File: src/rtl/uart_irq_pkg.sv
package uart_irq_pkg;
  localparam int STATUS_W  = 11;
  localparam int ADDR_W    = 2;
  localparam int NUM_LINES = 6;
  localparam int MS_W      = 4;
  localparam int ERR_W     = 4;

  localparam int BIT_RX  = 4;
  localparam int BIT_TX  = 5;
  localparam int BIT_RT  = 6;
  localparam int BIT_ERR = 7;

  localparam logic [ADDR_W-1:0] OFS_MASK   = 2'd0;
  localparam logic [ADDR_W-1:0] OFS_RAW    = 2'd1;
  localparam logic [ADDR_W-1:0] OFS_MASKED = 2'd2;
  localparam logic [ADDR_W-1:0] OFS_CLEAR  = 2'd3;

  typedef enum int {
    LN_COMB = 0, LN_RX = 1, LN_TX = 2, LN_RT = 3, LN_MS = 4, LN_ERR = 5
  } line_e;

  typedef logic [STATUS_W-1:0] status_t;

  function automatic status_t line_group(int idx);
    status_t g;
    g = '0;
    case (idx)
      LN_COMB: g = '1;
      LN_RX:   g[BIT_RX] = 1'b1;
      LN_TX:   g[BIT_TX] = 1'b1;
      LN_RT:   g[BIT_RT] = 1'b1;
      LN_MS:   g[MS_W-1:0] = '1;
      LN_ERR:  g[BIT_ERR +: ERR_W] = '1;
      default: g = '0;
    endcase
    return g;
  endfunction
endpackage

File: src/rtl/irq_status_reg.sv
module irq_status_reg
  import uart_irq_pkg::*;
#(
  parameter int W = STATUS_W
) (
  input  logic         clk_i,
  input  logic         rst_ni,
  input  logic [W-1:0] set_i,
  input  logic         clr_en_i,
  input  logic [W-1:0] clr_i,
  output logic [W-1:0] raw_o
);
  logic [W-1:0] raw_q, raw_d, clr_eff;

  assign clr_eff = clr_en_i ? clr_i : '0;
  // set has priority over clear on the same bit
  assign raw_d   = (raw_q & ~clr_eff) | set_i;

  always_ff @(posedge clk_i or negedge rst_ni) begin
    if (!rst_ni) raw_q <= '0;
    else         raw_q <= raw_d;
  end

  assign raw_o = raw_q;


  set_wins_chk: assert property (@(posedge clk_i) disable iff (!rst_ni)
    (set_i != '0) |=> ((raw_q & $past(set_i)) == $past(set_i)));

  clear_chk: assert property (@(posedge clk_i) disable iff (!rst_ni)
    clr_en_i |=> ((raw_q & $past(clr_i & ~set_i)) == '0));

  raw_hold_chk: assert property (@(posedge clk_i) disable iff (!rst_ni)
    (set_i == '0 && !clr_en_i) |=> $stable(raw_q));
endmodule

File: src/rtl/irq_mask_reg.sv
module irq_mask_reg
  import uart_irq_pkg::*;
#(
  parameter int W = STATUS_W
) (
  input  logic         clk_i,
  input  logic         rst_ni,
  input  logic         wr_en_i,
  input  logic [W-1:0] wdata_i,
  output logic [W-1:0] mask_o
);
  logic [W-1:0] mask_q;

  always_ff @(posedge clk_i or negedge rst_ni) begin
    if (!rst_ni)      mask_q <= '0;
    else if (wr_en_i) mask_q <= wdata_i;
  end

  assign mask_o = mask_q;


  mask_hold_chk: assert property (@(posedge clk_i) disable iff (!rst_ni)
    !wr_en_i |=> $stable(mask_q));

  mask_load_chk: assert property (@(posedge clk_i) disable iff (!rst_ni)
    wr_en_i |=> (mask_q == $past(wdata_i)));
endmodule

File: src/rtl/irq_line_drv.sv
module irq_line_drv
  import uart_irq_pkg::*;
#(
  parameter int      W     = STATUS_W,
  parameter status_t GROUP = '1
) (
  input  logic         clk_i,
  input  logic         rst_ni,
  input  logic [W-1:0] masked_i,
  output logic         irq_o
);
  logic irq_q;

  always_ff @(posedge clk_i or negedge rst_ni) begin
    if (!rst_ni) irq_q <= 1'b0;
    else         irq_q <= |(masked_i & GROUP[W-1:0]);
  end

  assign irq_o = irq_q;
endmodule

File: src/rtl/uart_irq_agg.sv
module uart_irq_agg
  import uart_irq_pkg::*;
(
  input  logic                clk_i,
  input  logic                rst_ni,
  input  logic                rx_evt_i,
  input  logic                tx_wr_i,
  input  logic                rt_evt_i,
  input  logic [MS_W-1:0]     ms_evt_i,
  input  logic [ERR_W-1:0]    err_evt_i,
  input  logic                reg_wr_i,
  input  logic [ADDR_W-1:0]   reg_addr_i,
  input  logic [STATUS_W-1:0] reg_wdata_i,
  output logic [STATUS_W-1:0] reg_rdata_o,
  output logic                irq_comb_o,
  output logic                irq_rx_o,
  output logic                irq_tx_o,
  output logic                irq_rt_o,
  output logic                irq_ms_o,
  output logic                irq_err_o
);
  status_t set_vec, raw, mask, masked;
  logic    mask_wr, clr_wr;
  logic [NUM_LINES-1:0] irq_vec;

  assign set_vec = {err_evt_i, rt_evt_i, tx_wr_i, rx_evt_i, ms_evt_i};
  assign mask_wr = reg_wr_i && (reg_addr_i == OFS_MASK);
  assign clr_wr  = reg_wr_i && (reg_addr_i == OFS_CLEAR);

  irq_status_reg #(.W(STATUS_W)) u_status (
    .clk_i    (clk_i),
    .rst_ni   (rst_ni),
    .set_i    (set_vec),
    .clr_en_i (clr_wr),
    .clr_i    (reg_wdata_i),
    .raw_o    (raw)
  );

  irq_mask_reg #(.W(STATUS_W)) u_mask (
    .clk_i   (clk_i),
    .rst_ni  (rst_ni),
    .wr_en_i (mask_wr),
    .wdata_i (reg_wdata_i),
    .mask_o  (mask)
  );

  assign masked = raw & mask;

  for (genvar g = 0; g < NUM_LINES; g++) begin : g_line
    irq_line_drv #(.W(STATUS_W), .GROUP(line_group(g))) u_drv (
      .clk_i    (clk_i),
      .rst_ni   (rst_ni),
      .masked_i (masked),
      .irq_o    (irq_vec[g])
    );
  end

  always_comb begin
    unique case (reg_addr_i)
      OFS_MASK:   reg_rdata_o = mask;
      OFS_RAW:    reg_rdata_o = raw;
      OFS_MASKED: reg_rdata_o = masked;
      default:    reg_rdata_o = '0;
    endcase
  end

  assign irq_comb_o = irq_vec[LN_COMB];
  assign irq_rx_o   = irq_vec[LN_RX];
  assign irq_tx_o   = irq_vec[LN_TX];
  assign irq_rt_o   = irq_vec[LN_RT];
  assign irq_ms_o   = irq_vec[LN_MS];
  assign irq_err_o  = irq_vec[LN_ERR];


  comb_cover_chk: assert property (@(posedge clk_i) disable iff (!rst_ni)
    irq_comb_o == (irq_rx_o | irq_tx_o | irq_rt_o | irq_ms_o | irq_err_o));

  ro_write_chk: assert property (@(posedge clk_i) disable iff (!rst_ni)
    (reg_wr_i && (reg_addr_i == OFS_RAW || reg_addr_i == OFS_MASKED)
     && set_vec == '0) |=> ($stable(raw) && $stable(mask)));

  zero_mask_chk: assert property (@(posedge clk_i) disable iff (!rst_ni)
    (mask == '0) |=> !irq_comb_o);

  tx_set_chk: assert property (@(posedge clk_i) disable iff (!rst_ni)
    tx_wr_i |=> raw[BIT_TX]);
endmodule

File: config.mk
export PLATFORM = sky130hd
export DESIGN_NAME = uart_irq_agg
export DESIGN_NICKNAME = d
export VERILOG_FILES = /design/src/rtl/uart_irq_pkg.sv /design/src/rtl/irq_status_reg.sv /design/src/rtl/irq_mask_reg.sv /design/src/rtl/irq_line_drv.sv /design/src/rtl/uart_irq_agg.sv
export SDC_FILE = /design/constraint.sdc
export NUM_CORES = 1
export LEC_CHECK = 0
export ABC_AREA = 1
export BUFFER_PORTS_ARGS = -buffer_cell sky130_fd_sc_hd__buf_2
export CAP_MARGIN = 25
export CORE_ASPECT_RATIO = 0.7
export CORE_UTILIZATION = 45
export DETAILED_ROUTE_END_ITERATION = 8
export GPL_ROUTABILITY_DRIVEN = 0
export PLACE_DENSITY = 0.73
export SLEW_MARGIN = 0
export SYNTH_ARGS = -nofsm -noshare
export SYNTH_HDL_FRONTEND = slang
export SYNTH_SLANG_ARGS = --single-unit
File: constraint.sdc
create_clock -name clk_i -period 2.9 [get_ports clk_i]
set_clock_uncertainty 0.15 [all_clocks]
set_input_delay 0 -clock clk_i [delete_from_list [all_inputs] [get_ports clk_i]]
set_output_delay 0 -clock clk_i [all_outputs]
set_load 0.02 [all_outputs]
### Yosys cells after proc, flatten, opt, wreduce, memory -nomap -nowiden

Index checks and enable logic that the tools add are counted.
W data, S select, Z words.

| storage, ports and cells | value |
|---|---|
| input bits | 27 |
| output and inout port bits | 17 |
| flip-flop bits (word level) | 28 |

| operators by class | value |
|---|---|
| reductions and logical operators | 6 |
| bitwise operators | 4 |
| eq/ne operators | 3 |
| mux-type cells | 2 |

Operators with widths:

| kind | number |
|---|---|
| $pmux W11 S3 | 1 |
| $and A11 B11 Y11 | 2 |
| $mux W11 | 1 |
| $not A11 Y11 | 1 |
| $or A11 B11 Y11 | 1 |
| $reduce_or A11 Y1 | 1 |
| $reduce_or A4 Y1 | 2 |
| $eq A2 B2 Y1 const B | 2 |
| $eq A2 B1 Y1 const B | 1 |
| $logic_and A1 B1 Y1 | 2 |
| $logic_not A2 Y1 | 1 |

### Depth between registers and ports, before layout

| logic depth | value |
|---|---|
| word-level depth | 6 |
| gate-level depth with buffers | 6 |

### Modules after synthesis

From an unflattened synthesis, not the netlist that was laid out.

| second synthesis, totals | value |
|---|---|
| cell total of the unflattened synthesis | 224 |
| area total of the unflattened synthesis | 1496.4 um^2 |

By module, submodules not included:

| module | area an instance (um^2) | seq. area each (um^2) | instances | cells each |
|---|---|---|---|---|
| irq_status_reg | 451.7 | 275.3 | 1 | 56 |
| irq_mask_reg | 421.7 | 275.3 | 1 | 47 |
| uart_irq_agg | 406.6 | 0.0 | 1 | 98 |
| irq_line_drv (g_line[1].u_drv ...) | 25.0 | 25.0 | 3 | 1 |
| irq_line_drv (g_line[4].u_drv ...) | 36.3 | 25.0 | 2 | 4 |
| irq_line_drv (g_line[0].u_drv) | 68.8 | 25.0 | 1 | 12 |

### Worst setup path before layout

No wires, ideal clock.

| timing path | value |
|---|---|
| path kind | reg2reg |
| start | register u_status.raw_q[2], in the netlist u_status.raw_o[2] |
| end | register g_line[0].u_drv.irq_q |
| setup slack | 1.954 ns |
| buffers on the path | 0 |
| library setup time | 0.128 ns |
| required time | 2.622 ns |
| arrival | 0.668 ns |
| cell stages (with the launch flop) | 5 |
| period minus slack after synthesis | 0.946 ns |
| cell sequence | dfrtp_1 nand2_1 nand2_1 nor2_1 nand3_1 |

| between the ends | value |
|---|---|
| longest elaborated chain between the ends | 2 |

Ends and longest elaborated chain:

| what | line | source |
|---|---|---|
| start: declaration | irq_status_reg.sv:13 | `logic [W-1:0] raw_q, raw_d, clr_eff;` |
| start signal: assignment | irq_status_reg.sv:21 | `else raw_q <= raw_d;` |
| $and A11 B11 Y11 | uart_irq_agg.sv:47 | `assign masked = raw & mask;` |
| $reduce_or A11 Y1 | irq_line_drv.sv:16 | `else irq_q <= \|(masked_i & GROUP[W-1:0]);` |
| end signal: assignment | irq_line_drv.sv:16 |  |
| end: declaration | irq_line_drv.sv:12 | `logic irq_q;` |

Every way passes these cells.
A chain may end at the register's enable or synchronous reset.

### Final worst setup path

| timing path | value |
|---|---|
| start | input port reg_addr_i[0] |
| end | register u_status.raw_q[10], in the netlist u_status.raw_o[10] |

| between the ends | value |
|---|---|
| longest elaborated chain between the ends | 6 |

Ends and longest elaborated chain:

| what | line | source |
|---|---|---|
| start: declaration | uart_irq_agg.sv:12 | `input logic [ADDR_W-1:0] reg_addr_i,` |
| $eq A2 B2 Y1 | uart_irq_agg.sv:28 | `assign clr_wr = reg_wr_i && (reg_addr_i == OFS_CLEAR);` |
| $logic_and A1 B1 Y1 | uart_irq_agg.sv:28 |  |
| $mux W11 | irq_status_reg.sv:15 | `assign clr_eff = clr_en_i ? clr_i : '0;` |
| $not A11 Y11 | irq_status_reg.sv:17 | `assign raw_d = (raw_q & ~clr_eff) \| set_i;` |
| $and A11 B11 Y11 | irq_status_reg.sv:17 |  |
| $or A11 B11 Y11 | irq_status_reg.sv:17 |  |
| via u_status.raw_d[10] | irq_status_reg.sv:13 |  |

The timed path passes the listed nets, and every way through them passes these cells.

==> results.json <==
{
  "place_area_um2": 1640,
  "fp.dieArea_um2": 3410,
  "worstPathArrival_ns": 1.47,
  "portBuffers": 43,
  "crit_type": "in -> reg",
  "routed_wl_mm": 3.06,
  "timing.setup.tns_ns": 0,
  "synth_top_area_frac": 0.490,
  "critPathLaunchType": "input port",
  "crit_slowest_cell": "dlygate4sd3_1",
  "hold_class": "in -> async",
  "rsz0062_at_grt": "false",
  "hold_violations": 0,
  "p_leak_uw": 0.00109,
  "stdcell_count": 286,
  "ys_ff_latch": 28,
  "io_pins": 44,
  "ys_seq_area_frac": 0.490,
  "cts_inserted_buffers": 3,
  "h-tree-depth": 1,
  "fin_crit_ns": 1.46,
  "syn_area_per_cell_um2": 8.18,
  "die_y_um": 49.2,
  "clkLatencyLatePin_ns": 0.27,
  "critical-path-max-stage-delay_ns": 0.55,
  "cts_root_buffer": "clkbuf_8",
  "r2r_setup_slack_ns": 1.52,
  "cts_tree": "done",
  "r2r-end": "u_status.raw_o[2]",
  "hpwl_mm": 1.99,
  "die_x_um": 69.4,
  "clockBufferDepth": 2,
  "final_area_um2": 2030,
  "cp.required_ns": 2.91,
  "crit_path_cell_trace": "buf_2, nand3_2, o21ai_0, nand2_1, dlygate4sd3_1",
  "std_cell_rows": 16,
  "critical_path_buf_inv_count": 2,
  "timing.rr.start": "u_status.raw_o[2]",
  "switching_share": 0.305,
  "routed_via_density": 4.44,
  "dp.cells": 248,
  "p_per_area_nw_per_um2": 470,
  "power_frac_clock": 0.248,
  "grt_pass1_vias": 1242,
  "area_delta_synth_final_pct": 42.0,
  "cts.sinks": 28,
  "syn_area_um2": 1430,
  "ant_nets": 0,
  "dr.first_iter.drc_count": 100,
  "core-area_um2": 2900,
  "seq_power_share": 0.482,
  "gr-usage-all-layers": 0.202,
  "final_util": 0.700,
  "final_nets": 278,
  "combPwrFrac": 0.270,
  "yosysTopAreaCell": "dfrtp_1",
  "internal-power_uw": 663,
  "fin_crit_sh": 0.505,
  "synth_nets": 202,
  "antennaDiodeCount": 0,
  "grt_pass1_wl_mm": 5.36,
  "yosysUniqueCellTypes": 14,
  "firstDrtPassIters": 4,
  "switchingPower_uw": 291,
  "crit_family": "buffers and inverters",
  "slew_headroom": 0.585,
  "grt.overflow.total": 0,
  "slew_viol_final": 0,
  "clock.fmax_ghz": 0.683,
  "syn_inst": 175,
  "end_kind": "register",
  "finalSetupViolations": 0,
  "drv_cap": 0,
  "initial_core_util": 0.493,
  "grt_max_degree": 29,
  "drive_gt1_frac": 0.284,
  "vdd_drop_max_mv": 0.270,
  "synth_area_leaders": "dfrtp_1 49%, inv_1 13%, o21ai_2 13%, nand2_1 10%, o21ai_0 4.5%",
  "vias": 1269,
  "worst_pin_slew_ns": 0.623,
  "finalPower_uw": 954,
  "cts.clk_slew.worst_paths_ns": 0.09,
  "antenna_found_initial": 0,
  "ys_warn_count": 0,
  "worst-path-max-fanout": 14,
  "status": "complete, no violations",
  "ff2ff_path_depth": 3,
  "drc": 0,
  "post_drt_wl_per_cell_um": 10.7
}
worst max path at each step:
stage                                  from                     to  slack (ns)  cells past startpoint
after detailed placement      reg_addr_i[0]       u_mask.mask_o[1]        1.32                      5
after floorplan           u_status.raw_o[2]  g_line[0].u_drv.irq_o        1.95                      4
after global placement        reg_addr_i[0]       u_mask.mask_o[1]        1.38                      5
after global routing          reg_addr_i[0]     u_status.raw_o[10]        1.30                      5
after CTS                     reg_addr_i[0]     u_status.raw_o[10]        1.43                      5
final                         reg_addr_i[0]     u_status.raw_o[10]        1.44                      5
layout by cell type, fill, tap and decap left out:
| cell type | Yosys | layout |
|---|---|---|
| nor2_1 | 3 | 3 |
| o21ai_0 | 13 | 13 |
| nand2_2 | 1 | 1 |
| o21ai_1 | 10 | 10 |
| nand2_1 | 40 | 40 |
| buf_2 | 1 | 43 |
| clkbuf_8 | 0 | 4 |
| dlygate4sd3_1 | 0 | 34 |
| dfrtp_1 | 28 | 28 |
| o21ai_2 | 21 | 21 |
| nand3_1 | 1 | 1 |
| nor2_2 | 1 | 1 |
| nand3_2 | 1 | 1 |
| inv_1 | 50 | 50 |
cells in the mapped netlist:
cell,count
clkbuf_2,1
buf_6,4
dfrtp_1,28
nor2_2,1
nand3_2,1
o21ai_1,10
o21ai_0,13
o21ai_2,21
nand3_1,1
nand2_1,40
inv_1,50
buf_2,1
nor2_1,3
nand2_2,1
area by class of cell:
| class | count | area [µm²] |
|---|---|---|
| inverter | 50 | 188 |
| clock buffer | 4 | 55.1 |
| tap | 36 | 45.0 |
| timing repair buffer | 77 | 556 |
| sequential | 28 | 701 |
| fill | 218 | 871 |
| multi-input combinational | 91 | 488 |
layer usage:
| metal | share of wire | global-route usage |
|---|---|---|
| met1 | 0.50 | 0.274 |
| met2 | 0.44 | 0.322 |
| met3 | 0.043 | 0.0537 |
| met4 | 0.0088 | 0.0510 |
| met5 | 0 | 0 |
cell families (layout without fill, tap and decap cells):
kind of cell,after synthesis,after routing,synth area share
buffers and inverters,56,131,0.170
DFF,28,28,0.490
and+or+nand+nor,47,47,0.132
AOI/OAI and AO/OA,44,44,0.209
worst register-to-register path: stages (launching register included):
cell	delay, ns
dfrtp_1	0.44
o21ai_2	0.07
nand2_1	0.06
dlygate4sd3_1	0.55
what timing repair did:
action / in CTS / in global routing
hold buffers: 34 / 0
endpoints found under the hold margin: 50 / 0
setup buffers: 0 / 0
resized for setup: 0 / 0
registers in the layout, summed over array words and instances (netlist names):
register,cells
u_mask.mask_o,11
u_status.raw_o,11
g_line.u_drv.irq_o,6
power groups by stage:
stage,Clock (µW),Combinational (µW),Sequential (µW)
after global routing,259,290,466
after CTS,243,259,460
after detailed placement,0,227,466
after global placement,0,224,467
after floorplan,0,140,479
final,237,257,460
metrics by stage:
stage / hold WS [ns] / worst slack, ns
floorplan: -0.446 / 1.95
global placement: -0.102 / 1.38
detailed placement: -0.0992 / 1.32
CTS: 0.138 / 1.43
global route: 0.183 / 1.30
finish: 0.119 / 1.44
Note: power is estimated with default switching activity, not from simulation.
